===== config.mk =====
export PLATFORM = sky130hd
export DESIGN_NAME = txdesc_dma
export DESIGN_NICKNAME = d
export VERILOG_FILES = /design/src/rtl/txd_pkg.sv /design/src/rtl/txd_regs.sv /design/src/rtl/txd_engine.sv /design/src/rtl/txdesc_dma.sv
export SDC_FILE = /design/constraint.sdc
export NUM_CORES = 1
export LEC_CHECK = 0
export BUFFER_PORTS_ARGS = -buffer_cell sky130_fd_sc_hd__buf_4
export CAP_MARGIN = 10
export CELL_PAD_IN_SITES_DETAIL_PLACEMENT = 1
export CELL_PAD_IN_SITES_GLOBAL_PLACEMENT = 1
export CORE_MARGIN = 4
export CORE_UTILIZATION = 46
export DETAILED_ROUTE_END_ITERATION = 10
export GPL_TIMING_DRIVEN = 1
export PLACE_DENSITY_LB_ADDON = 0.1
export SYNTH_ARGS = -nofsm -noshare
export SYNTH_HDL_FRONTEND = slang
export SYNTH_SLANG_ARGS = --single-unit

===== constraint.sdc =====
create_clock -name clk -period 4.31 [get_ports clk]
set_input_delay 0.431 -clock clk [delete_from_list [all_inputs] [get_ports clk]]
set_output_delay 0.431 -clock clk [all_outputs]
set_load 0.02 [all_outputs]

===== src/rtl/txd_pkg.sv =====
package txd_pkg;
  localparam int REG_AW     = 5;
  localparam int WORD_W     = 32;
  localparam int BPW        = WORD_W / 8;
  localparam int BCW        = $clog2(BPW);
  localparam int DESC_BYTES = 4 * BPW;

  localparam logic [REG_AW-1:0] OFS_BUSMODE = 5'h00;
  localparam logic [REG_AW-1:0] OFS_POLL    = 5'h04;
  localparam logic [REG_AW-1:0] OFS_RING    = 5'h10;
  localparam logic [REG_AW-1:0] OFS_OPCTL   = 5'h18;

  localparam int BIT_SWR    = 0;
  localparam int BIT_START  = 13;
  localparam int BIT_OWN    = 31;
  localparam int BIT_ERRSUM = 15;
  localparam int BIT_UNDER  = 1;
  localparam int BIT_LATE   = 9;
  localparam int COL_LSB    = 3;
  localparam int COL_W      = 4;
  localparam int BIT_CHAIN  = 24;
  localparam int BIT_EOR    = 25;

  typedef enum logic [2:0] {
    S_IDLE, S_DESC, S_BUFRD, S_SEND, S_WAIT, S_WB
  } eng_state_t;
endpackage


===== src/rtl/txd_regs.sv =====
module txd_regs
  import txd_pkg::*;
#(
  parameter int AW = 32
) (
  input  logic              clk,
  input  logic              rst,
  input  logic              reg_wen,
  input  logic [REG_AW-1:0] reg_addr,
  input  logic [31:0]       reg_wdata,
  output logic [31:0]       reg_rdata,
  input  logic              fetch_take,
  output logic              poll_pend,
  output logic              start_en,
  output logic [AW-1:0]     ring_base,
  output logic              ring_load,
  output logic              swr
);
  logic [31:0] busmode_q;
  logic [31:0] opctl_q;

  assign start_en = opctl_q[BIT_START];

  always_ff @(posedge clk) begin
    if (rst || swr) begin
      busmode_q <= '0;
      opctl_q   <= '0;
      ring_base <= '0;
      ring_load <= 1'b0;
      poll_pend <= 1'b0;
      reg_rdata <= '0;
      swr       <= 1'b0;
    end else begin
      ring_load <= 1'b0;
      swr       <= 1'b0;
      if (fetch_take) poll_pend <= 1'b0;
      if (reg_wen) begin
        case (reg_addr)
          OFS_BUSMODE: begin
            busmode_q <= reg_wdata & ~32'h1;
            swr       <= reg_wdata[BIT_SWR];
          end
          OFS_POLL:  poll_pend <= 1'b1;
          OFS_RING: begin
            ring_base <= reg_wdata[AW-1:0];
            ring_load <= 1'b1;
          end
          OFS_OPCTL: opctl_q <= reg_wdata;
          default: ;
        endcase
      end
      case (reg_addr)
        OFS_BUSMODE: reg_rdata <= busmode_q;
        OFS_RING:    reg_rdata <= 32'(ring_base);
        OFS_OPCTL:   reg_rdata <= opctl_q;
        default:     reg_rdata <= '0;
      endcase
    end
  end
endmodule


===== src/rtl/txd_engine.sv =====
module txd_engine
  import txd_pkg::*;
#(
  parameter int AW    = 32,
  parameter int LEN_W = 11
) (
  input  logic              clk,
  input  logic              rst,
  input  logic              poll_pend,
  input  logic              start_en,
  input  logic [AW-1:0]     ring_base,
  input  logic              ring_load,
  output logic              fetch_take,
  output logic              mem_req,
  output logic              mem_we,
  output logic [AW-1:0]     mem_addr,
  output logic [WORD_W-1:0] mem_wdata,
  input  logic              mem_ack,
  input  logic [WORD_W-1:0] mem_rdata,
  output logic              tx_valid,
  output logic [7:0]        tx_data,
  output logic              tx_last,
  input  logic              tx_ready,
  input  logic              mac_done,
  input  logic              mac_underflow,
  input  logic              mac_late_col,
  input  logic [COL_W-1:0]  mac_col_cnt
);
  eng_state_t         st_q;
  logic [AW-1:0]      cur_q, buf_q, nxt_q, baddr_q;
  logic [LEN_W-1:0]   len_q, rem_q;
  logic               eor_q, chain_q;
  logic [1:0]         widx_q;
  logic [WORD_W-1:0]  word_q;
  logic [BCW-1:0]     bcnt_q;
  logic               cpl_q, uf_q, late_q;
  logic [COL_W-1:0]   col_q;
  logic [AW-1:0]      next_ptr;
  logic               cpl_take;

  assign fetch_take = (st_q == S_IDLE) && poll_pend && start_en;
  assign cpl_take   = (st_q == S_SEND || st_q == S_WAIT) && mac_done && !cpl_q;
  assign next_ptr   = eor_q   ? ring_base :
                      chain_q ? nxt_q     : cur_q + AW'(DESC_BYTES);

  assign tx_valid = (st_q == S_SEND);
  assign tx_data  = word_q[WORD_W-1 -: 8];
  assign tx_last  = tx_valid && (rem_q == LEN_W'(1));

  always_comb begin
    mem_req   = (st_q == S_DESC) || (st_q == S_BUFRD) || (st_q == S_WB);
    mem_we    = (st_q == S_WB);
    mem_wdata = '0;
    mem_wdata[BIT_UNDER]           = uf_q;
    mem_wdata[BIT_LATE]            = late_q;
    mem_wdata[COL_LSB +: COL_W]    = col_q;
    mem_wdata[BIT_ERRSUM]          = uf_q | late_q;
    case (st_q)
      S_DESC:  mem_addr = cur_q + AW'({widx_q, 2'b00});
      S_BUFRD: mem_addr = baddr_q;
      S_WB:    mem_addr = cur_q;
      default: mem_addr = '0;
    endcase
  end

  always_ff @(posedge clk) begin
    if (rst) begin
      st_q    <= S_IDLE;
      cur_q   <= '0;
      buf_q   <= '0;
      nxt_q   <= '0;
      baddr_q <= '0;
      len_q   <= '0;
      rem_q   <= '0;
      eor_q   <= 1'b0;
      chain_q <= 1'b0;
      widx_q  <= '0;
      word_q  <= '0;
      bcnt_q  <= '0;
      cpl_q   <= 1'b0;
      uf_q    <= 1'b0;
      late_q  <= 1'b0;
      col_q   <= '0;
    end else begin
      if (ring_load) cur_q <= ring_base;
      if (cpl_take) begin
        cpl_q  <= 1'b1;
        uf_q   <= mac_underflow;
        late_q <= mac_late_col;
        col_q  <= mac_col_cnt;
      end
      case (st_q)
        S_IDLE: if (fetch_take) begin
          st_q   <= S_DESC;
          widx_q <= '0;
        end
        S_DESC: if (mem_ack) begin
          widx_q <= widx_q + 2'd1;
          case (widx_q)
            2'd0: if (!mem_rdata[BIT_OWN]) st_q <= S_IDLE;
            2'd1: begin
              len_q   <= mem_rdata[LEN_W-1:0];
              eor_q   <= mem_rdata[BIT_EOR];
              chain_q <= mem_rdata[BIT_CHAIN];
            end
            2'd2: buf_q <= mem_rdata[AW-1:0];
            default: begin
              nxt_q   <= mem_rdata[AW-1:0];
              rem_q   <= len_q;
              baddr_q <= buf_q;
              st_q    <= (len_q == '0) ? S_WB : S_BUFRD;
            end
          endcase
        end
        S_BUFRD: if (mem_ack) begin
          word_q  <= mem_rdata;
          bcnt_q  <= '0;
          baddr_q <= baddr_q + AW'(BPW);
          st_q    <= S_SEND;
        end
        S_SEND: if (tx_ready) begin
          word_q <= word_q << 8;
          rem_q  <= rem_q - LEN_W'(1);
          bcnt_q <= bcnt_q + BCW'(1);
          if (rem_q == LEN_W'(1))           st_q <= S_WAIT;
          else if (bcnt_q == BCW'(BPW - 1)) st_q <= S_BUFRD;
        end
        S_WAIT: if (cpl_q || mac_done) st_q <= S_WB;
        S_WB: if (mem_ack) begin
          cur_q  <= next_ptr;
          cpl_q  <= 1'b0;
          uf_q   <= 1'b0;
          late_q <= 1'b0;
          col_q  <= '0;
          st_q   <= S_IDLE;
        end
        default: st_q <= S_IDLE;
      endcase
    end
  end
endmodule


===== src/rtl/txdesc_dma.sv =====
module txdesc_dma
  import txd_pkg::*;
#(
  parameter int AW    = 32,
  parameter int LEN_W = 11
) (
  input  logic              clk,
  input  logic              rst,
  input  logic              reg_wen,
  input  logic [REG_AW-1:0] reg_addr,
  input  logic [31:0]       reg_wdata,
  output logic [31:0]       reg_rdata,
  output logic              mem_req,
  output logic              mem_we,
  output logic [AW-1:0]     mem_addr,
  output logic [31:0]       mem_wdata,
  input  logic              mem_ack,
  input  logic [31:0]       mem_rdata,
  output logic              tx_valid,
  output logic [7:0]        tx_data,
  output logic              tx_last,
  input  logic              tx_ready,
  input  logic              mac_done,
  input  logic              mac_underflow,
  input  logic              mac_late_col,
  input  logic [3:0]        mac_col_cnt
);
  logic          poll_pend, start_en, ring_load, swr_pulse, fetch_take, eng_rst;
  logic [AW-1:0] ring_base;

  assign eng_rst = rst | swr_pulse;

  txd_regs #(.AW(AW)) u_regs (
    .clk(clk), .rst(rst), .reg_wen(reg_wen), .reg_addr(reg_addr),
    .reg_wdata(reg_wdata), .reg_rdata(reg_rdata), .fetch_take(fetch_take),
    .poll_pend(poll_pend), .start_en(start_en), .ring_base(ring_base),
    .ring_load(ring_load), .swr(swr_pulse)
  );

  txd_engine #(.AW(AW), .LEN_W(LEN_W)) u_eng (
    .clk(clk), .rst(eng_rst), .poll_pend(poll_pend), .start_en(start_en),
    .ring_base(ring_base), .ring_load(ring_load), .fetch_take(fetch_take),
    .mem_req(mem_req), .mem_we(mem_we), .mem_addr(mem_addr),
    .mem_wdata(mem_wdata), .mem_ack(mem_ack), .mem_rdata(mem_rdata),
    .tx_valid(tx_valid), .tx_data(tx_data), .tx_last(tx_last),
    .tx_ready(tx_ready), .mac_done(mac_done), .mac_underflow(mac_underflow),
    .mac_late_col(mac_late_col), .mac_col_cnt(mac_col_cnt)
  );
endmodule


# Word level (Yosys, flattened, before mapping)
# Index checks and enable logic that the tools add are counted.
totals:
  regBits: 328
  latch_bits: 0
  mem_bits_rw: 0
  rom_bits: 0
  inputBits: 81
  out_inout_bits: 108
  word_cells: 142
  n_memories: 0
op_classes:
  addsub: 6
  n_mul: 0
  div_mod_pow: 0
  n_lt_le_gt_ge: 0
  n_eq_ne: 22
  n_shift: 0
  muxes: 52
  n_bitwise: 5
  reduce_logical: 34
ops:
  columns: ["operator", "n"]
  rows:
  - ["32-bit 2-to-1 mux", 10]
  - ["32-bit case mux with 3 select lines", 2]
  - ["32-bit case mux with 2 select lines", 2]
  - ["11-bit 2-to-1 mux", 3]
  - ["32-bit by 3-bit adder with 32-bit output, second input constant", 1]
  - ["32-bit by 4-bit adder with 32-bit output", 1]
  - ["32-bit by 5-bit adder with 32-bit output, second input constant", 1]
  - ["3-bit 2-to-1 mux", 10]
  - ["11-bit case mux with 2 select lines", 1]
  - ["3-bit case mux with 6 select lines", 1]
  - ["3-bit AND reduction", 5]
  - ["2-bit != test, second input constant", 7]
  - ["1-bit 2-to-1 mux", 13]
  - ["4-bit 2-to-1 mux", 3]
  - ["11-bit by 1-bit == test with 1-bit output, second input constant", 1]
  - ["11-bit logical NOT", 1]
  - ["11-bit by 1-bit subtractor with 11-bit output, second input constant", 1]
  - ["5-bit == test, second input constant", 2]
  - ["9-bit AND reduction", 1]
  - ["2-bit 2-to-1 mux", 4]
  - ["2-bit case mux with 2 select lines", 2]
  - ["4-bit AND reduction", 2]
  - ["2-bit nonzero test", 4]
  - ["3-bit by 2-bit == test with 1-bit output, second input constant", 2]
  - ["20 further kinds", 39]

# Longest topological paths before layout
depth:
  depth_word: 7
  ltp_mapped: 10

# By module
# From an unflattened synthesis, not the netlist that was laid out.
hier_totals:
  cells_unflattened: 1974
  area_unflattened_um2: 16251.8
by_module_without_submodules:
  columns: ["module", "instances", "cells_each", "area_each_um2", "seq_area_each_um2"]
  rows:
  - ["txd_engine", 1, 1467, 11151.9, 3963.8]
  - ["txd_regs", 1, 506, 5093.6, 2602.5]
  - ["txdesc_dma", 1, 1, 6.3, 0.0]

# Least setup slack after synthesis
# No wires, ideal clock.
synth_timing:
  path_kind: "flip-flop to output port"
  from: "register u_eng.cur_q[9]"
  to: "output mem_addr[19]"
  arrival_ps: 2081
  setup_slack_ps: 1798
  stages_incl_launch_ff: 9
  path_buffers: 3
  path_cell_list: "dfxtp_1 -> buf_2 -> nand4_2 -> or3_1 -> buf_2 -> buf_6 -> nor3_1 -> xnor2_1 -> o21ai_0"
synth_between:
  elab_chain_len: 2
synth_rtl:
  columns: ["element", "line_no", "rtl"]
  rows:
  - ["start: declaration", "txd_engine.sv:30", "logic [AW-1:0] cur_q, buf_q, nxt_q, baddr_q;"]
  - ["start signal: assignment", "txd_engine.sv:85", "if (ring_load) cur_q <= ring_base;"]
  - ["start signal: assignment", "txd_engine.sv:130", "cur_q <= next_ptr;"]
  - ["32-bit by 4-bit adder with 32-bit output", "txd_engine.sv:59", "S_DESC: mem_addr = cur_q + AW'({widx_q, 2'b00});"]
  - ["32-bit case mux with 3 select lines", "txd_engine.sv:58", "case (st_q)"]
  - ["end: declaration", "txdesc_dma.sv:15", "output logic [AW-1:0] mem_addr,"]
# No other way between the ends.

# Worst setup path after layout
layout_timing:
  from: "register u_eng.cur_q[6]"
  to: "output mem_addr[23]"
# Same word-level chain as after synthesis.

==> impl_metrics.json <==
{
  "post-route-util_pct": 53.46,
  "maxCapViolCount": 0,
  "status": "finished, final reports clean",
  "holdPathStages": 3,
  "cp-end-kind": "output port",
  "routed-via-count": 16046,
  "clockBufferDepth": 3,
  "skew_ps": 19.27,
  "arrival_ps": 3110,
  "finalPower_mw": 6.430,
  "cts_setup_buffers": 0,
  "r2r-start": "u_eng.st_q[2]",
  "cts_sinks": 328,
  "r2r_setup_slack_ps": 1170,
  "tns_ps": 0,
  "die_area_sq_um": 38080,
  "cts_tree": "done",
  "start_util_pct": 46.64,
  "p_per_area_nw_per_um2": 348.2,
  "grt_pass1_vias": 16010,
  "ys_seq_area_share_pct": 40.75,
  "n_antenna_cell": 0,
  "fill_cells": 4339,
  "avgViaCountPerCell": 6.035,
  "areaGrowthSynthToFinish_pct": 14.62,
  "netlist_instances": 2130,
  "cellInternalPower_mw": 4.907,
  "pwr-share-clk_pct": 48.6,
  "die_h_um": 195.2,
  "drt_wl_total_um": 61200,
  "finalCritPeriodShare_pct": 82.22,
  "power_frac_seq_pct": 47.4,
  "place_inst": 2595,
  "dr.pass1.iters": 5,
  "h-tree-depth": 2,
  "combPwrFrac_pct": 4.0,
  "io_buffers": 163,
  "switching_share_pct": 23.68,
  "worst_hold_slack_ps": 118.5,
  "ys.warnings.count": 0,
  "critPathRequiredTime_ps": 3880,
  "synth_edf_count": 0,
  "cp_max_fo": 16,
  "drive_gt1_share_pct": 12.89,
  "clock-root-buffer": "clkbuf_16",
  "nets": 2273,
  "setup_viol": 0,
  "drtIter0Drc": 1239,
  "hold_end": "u_eng.col_q[2]",
  "io_pins": 189,
  "ant_nets": 0,
  "rsz0062_at_grt": "false",
  "cts_hold_buf": 0,
  "ir_drop_uv": 293.4,
  "netSwitchingPower_mw": 1.523,
  "max_freq_mhz": 282.2,
  "drc": 0,
  "ys.flop_type": "dfxtp_1",
  "grt_antenna_before_repair": 1,
  "r2r_cells": 5,
  "dp_hpwl_um": 42810,
  "row_count": 68,
  "die_w_um": 195.2,
  "start_kind": "flip-flop",
  "grt-ovfl-total": 0,
  "clock_latency_ps": 550,
  "max-slew-margin-rel_pct": 26.38,
  "hp-class": "input pin to flip-flop",
  "worstReg2RegEnd": "u_eng.cur_q[15]",
  "clk_pin_slew_worst_paths_ps": 70,
  "min-delay-start": "mac_col_cnt[2]",
  "core_area_sq_um": 34540,
  "multi_input_area_sq_um": 8484,
  "worst_slew_pin_slew_ps": 1102,
  "gp_congestion": 0.9122,
  "wl_per_cell_um": 23.02,
  "syn_area_per_cell_sq_um": 7.564,
  "numCtsBuffers": 38,
  "grt_pass1_wl_um": 94720,
  "criticalPathCategory": "flip-flop to output port",
  "leakage_nw": 6.477,
  "hold_viol_final": 0,
  "instances_no_fill": 2659,
  "synthesis.area_sq_um": 16110,
  "ys_types": 81,
  "cts_resized": 0,
  "grt_use_total_pct": 30.87,
  "async_reset_ff_share_pct": 0,
  "synth_seq_cells": 328,
  "drv_slew": 0,
  "fin_crit_ps": 3544,
  "register_area_sq_um": 6568,
  "grt_start_max_net_pins": 81
}
-- layout make-up --
type                    count  share of cell area, %
multi-input cells        1572                  45.94
flip-flops and latches    328                  35.56
inverters                  41                 0.8334
clock inverters             6                 0.2981
clock buffers              58                  6.051
repair buffers            199                  8.225
well taps                 455                  3.083
-- layer usage --
layer | wire length, um | part of all wire (%) | GRT usage, %
met1 | 26550 | 43 | 42.29
met2 | 28800 | 47 | 50.91
met3 | 4027 | 6.6 | 4.641
met4 | 1816 | 3.0 | 8.844
met5 | 14 | 0.023 | 0
-- worst max path at each step --
stage / from / end / slack, ps / cells after the start
2_1_floorplan: u_eng.cur_q[9] / mem_addr[19] / 1800 / 8
4_1_cts: u_eng.cur_q[6] / mem_addr[23] / 790 / 6
5_1_grt: u_eng.cur_q[6] / mem_addr[23] / 570 / 6
3_5_place_dp: u_eng.st_q[2] / u_eng.cur_q[15] / 1290 / 5
6_report: u_eng.cur_q[6] / mem_addr[23] / 770 / 6
3_3_place_gp: u_eng.cur_q[6] / mem_addr[23] / 1390 / 6
-- cell usage in the layout, fill, tap and decap left out, types with 6 or more instances in the layout --
cell type / n
and3_1: 10
and2_1: 6
a32o_1: 7
o21a_1: 7
a21oi_1: 270
and4_1: 9
clkbuf_1: 12
nand3_1: 53
ha_1: 11
clkbuf_16: 39
a22oi_1: 16
nor2b_1: 10
mux2i_1: 69
xnor2_1: 19
a211oi_1: 18
nor2_1: 174
a221oi_1: 14
buf_4: 197
xor2_1: 16
dfxtp_1: 327
or3_1: 6
a221o_1: 7
conb_1: 25
o211ai_1: 7
nand2_1: 504
a31oi_1: 7
o21ai_0: 78
nor4_1: 23
o22ai_1: 10
o2bb2ai_1: 7
o41ai_1: 6
a311oi_1: 28
inv_1: 41
nand4_1: 25
nor3_1: 32
clkbuf_8: 7
mux2_2: 7
-- power by group through the flow --
stage	logic [mW]	clock network, mW	registers [mW]
6_report	0.259	3.13	3.05
5_1_grt	0.274	3.30	3.04
4_1_cts	0.256	3.17	3.04
3_5_place_dp	0.255	0	3.11
3_3_place_gp	0.253	0	3.11
2_1_floorplan	0.129	0	3.11
-- flip-flops by register name (all words and copies together), names as in the netlist, 3 cells and up --
name              count
u_regs.opctl_q       32
u_eng.col_q           4
u_regs.busmode_q     31
u_eng.buf_q          32
u_regs.reg_rdata     32
u_eng.nxt_q          32
u_eng.cur_q          32
u_eng.baddr_q        32
u_eng.len_q          11
u_regs.ring_base     32
u_eng.st_q            3
u_eng.word_q         32
u_eng.rem_q          11
-- worst max-delay path, cell delays in order, from the launching register on --
cell and delay (ps):
dfxtp_1 550, nand3_1 350, or3_1 710, nor4_1 440
xnor2_1 160, o21ai_0 180, buf_4 180
-- cell families after synthesis --
group           count (synthesis)  synth area share, %
flops                         328                40.75
fa+ha+maj                      12               0.9785
xor+xnor                       35                1.903
other cells                     1              0.02328
buf+inv                       254                7.269
simple gates                  897                24.37
compound gates                527                19.93
mux                            76                4.776
-- metrics by stage --
stage	area (sq um)	setup slack, ps
after CTS	18470	786.5
after global routing	18470	565.1
final	18470	766.3
after floorplan	16200	1798
after global placement	17290	1393
after detailed placement	17290	1291
-- synth_stat cells (all sizes together), types with 28 or more instances --
cell type,n,share of area (%)
inv,41,0.96
nor2,176,4.1
nand2,504,12
a311oi,28,1.5
clkbuf,144,3.5
nor3,34,1.1
nand3,54,1.7
mux2i,69,4.3
a21oi,270,8.4
o21ai,80,2.5
buf,68,2.8
dfxtp,328,41
(Power assumes the default switching activity.)
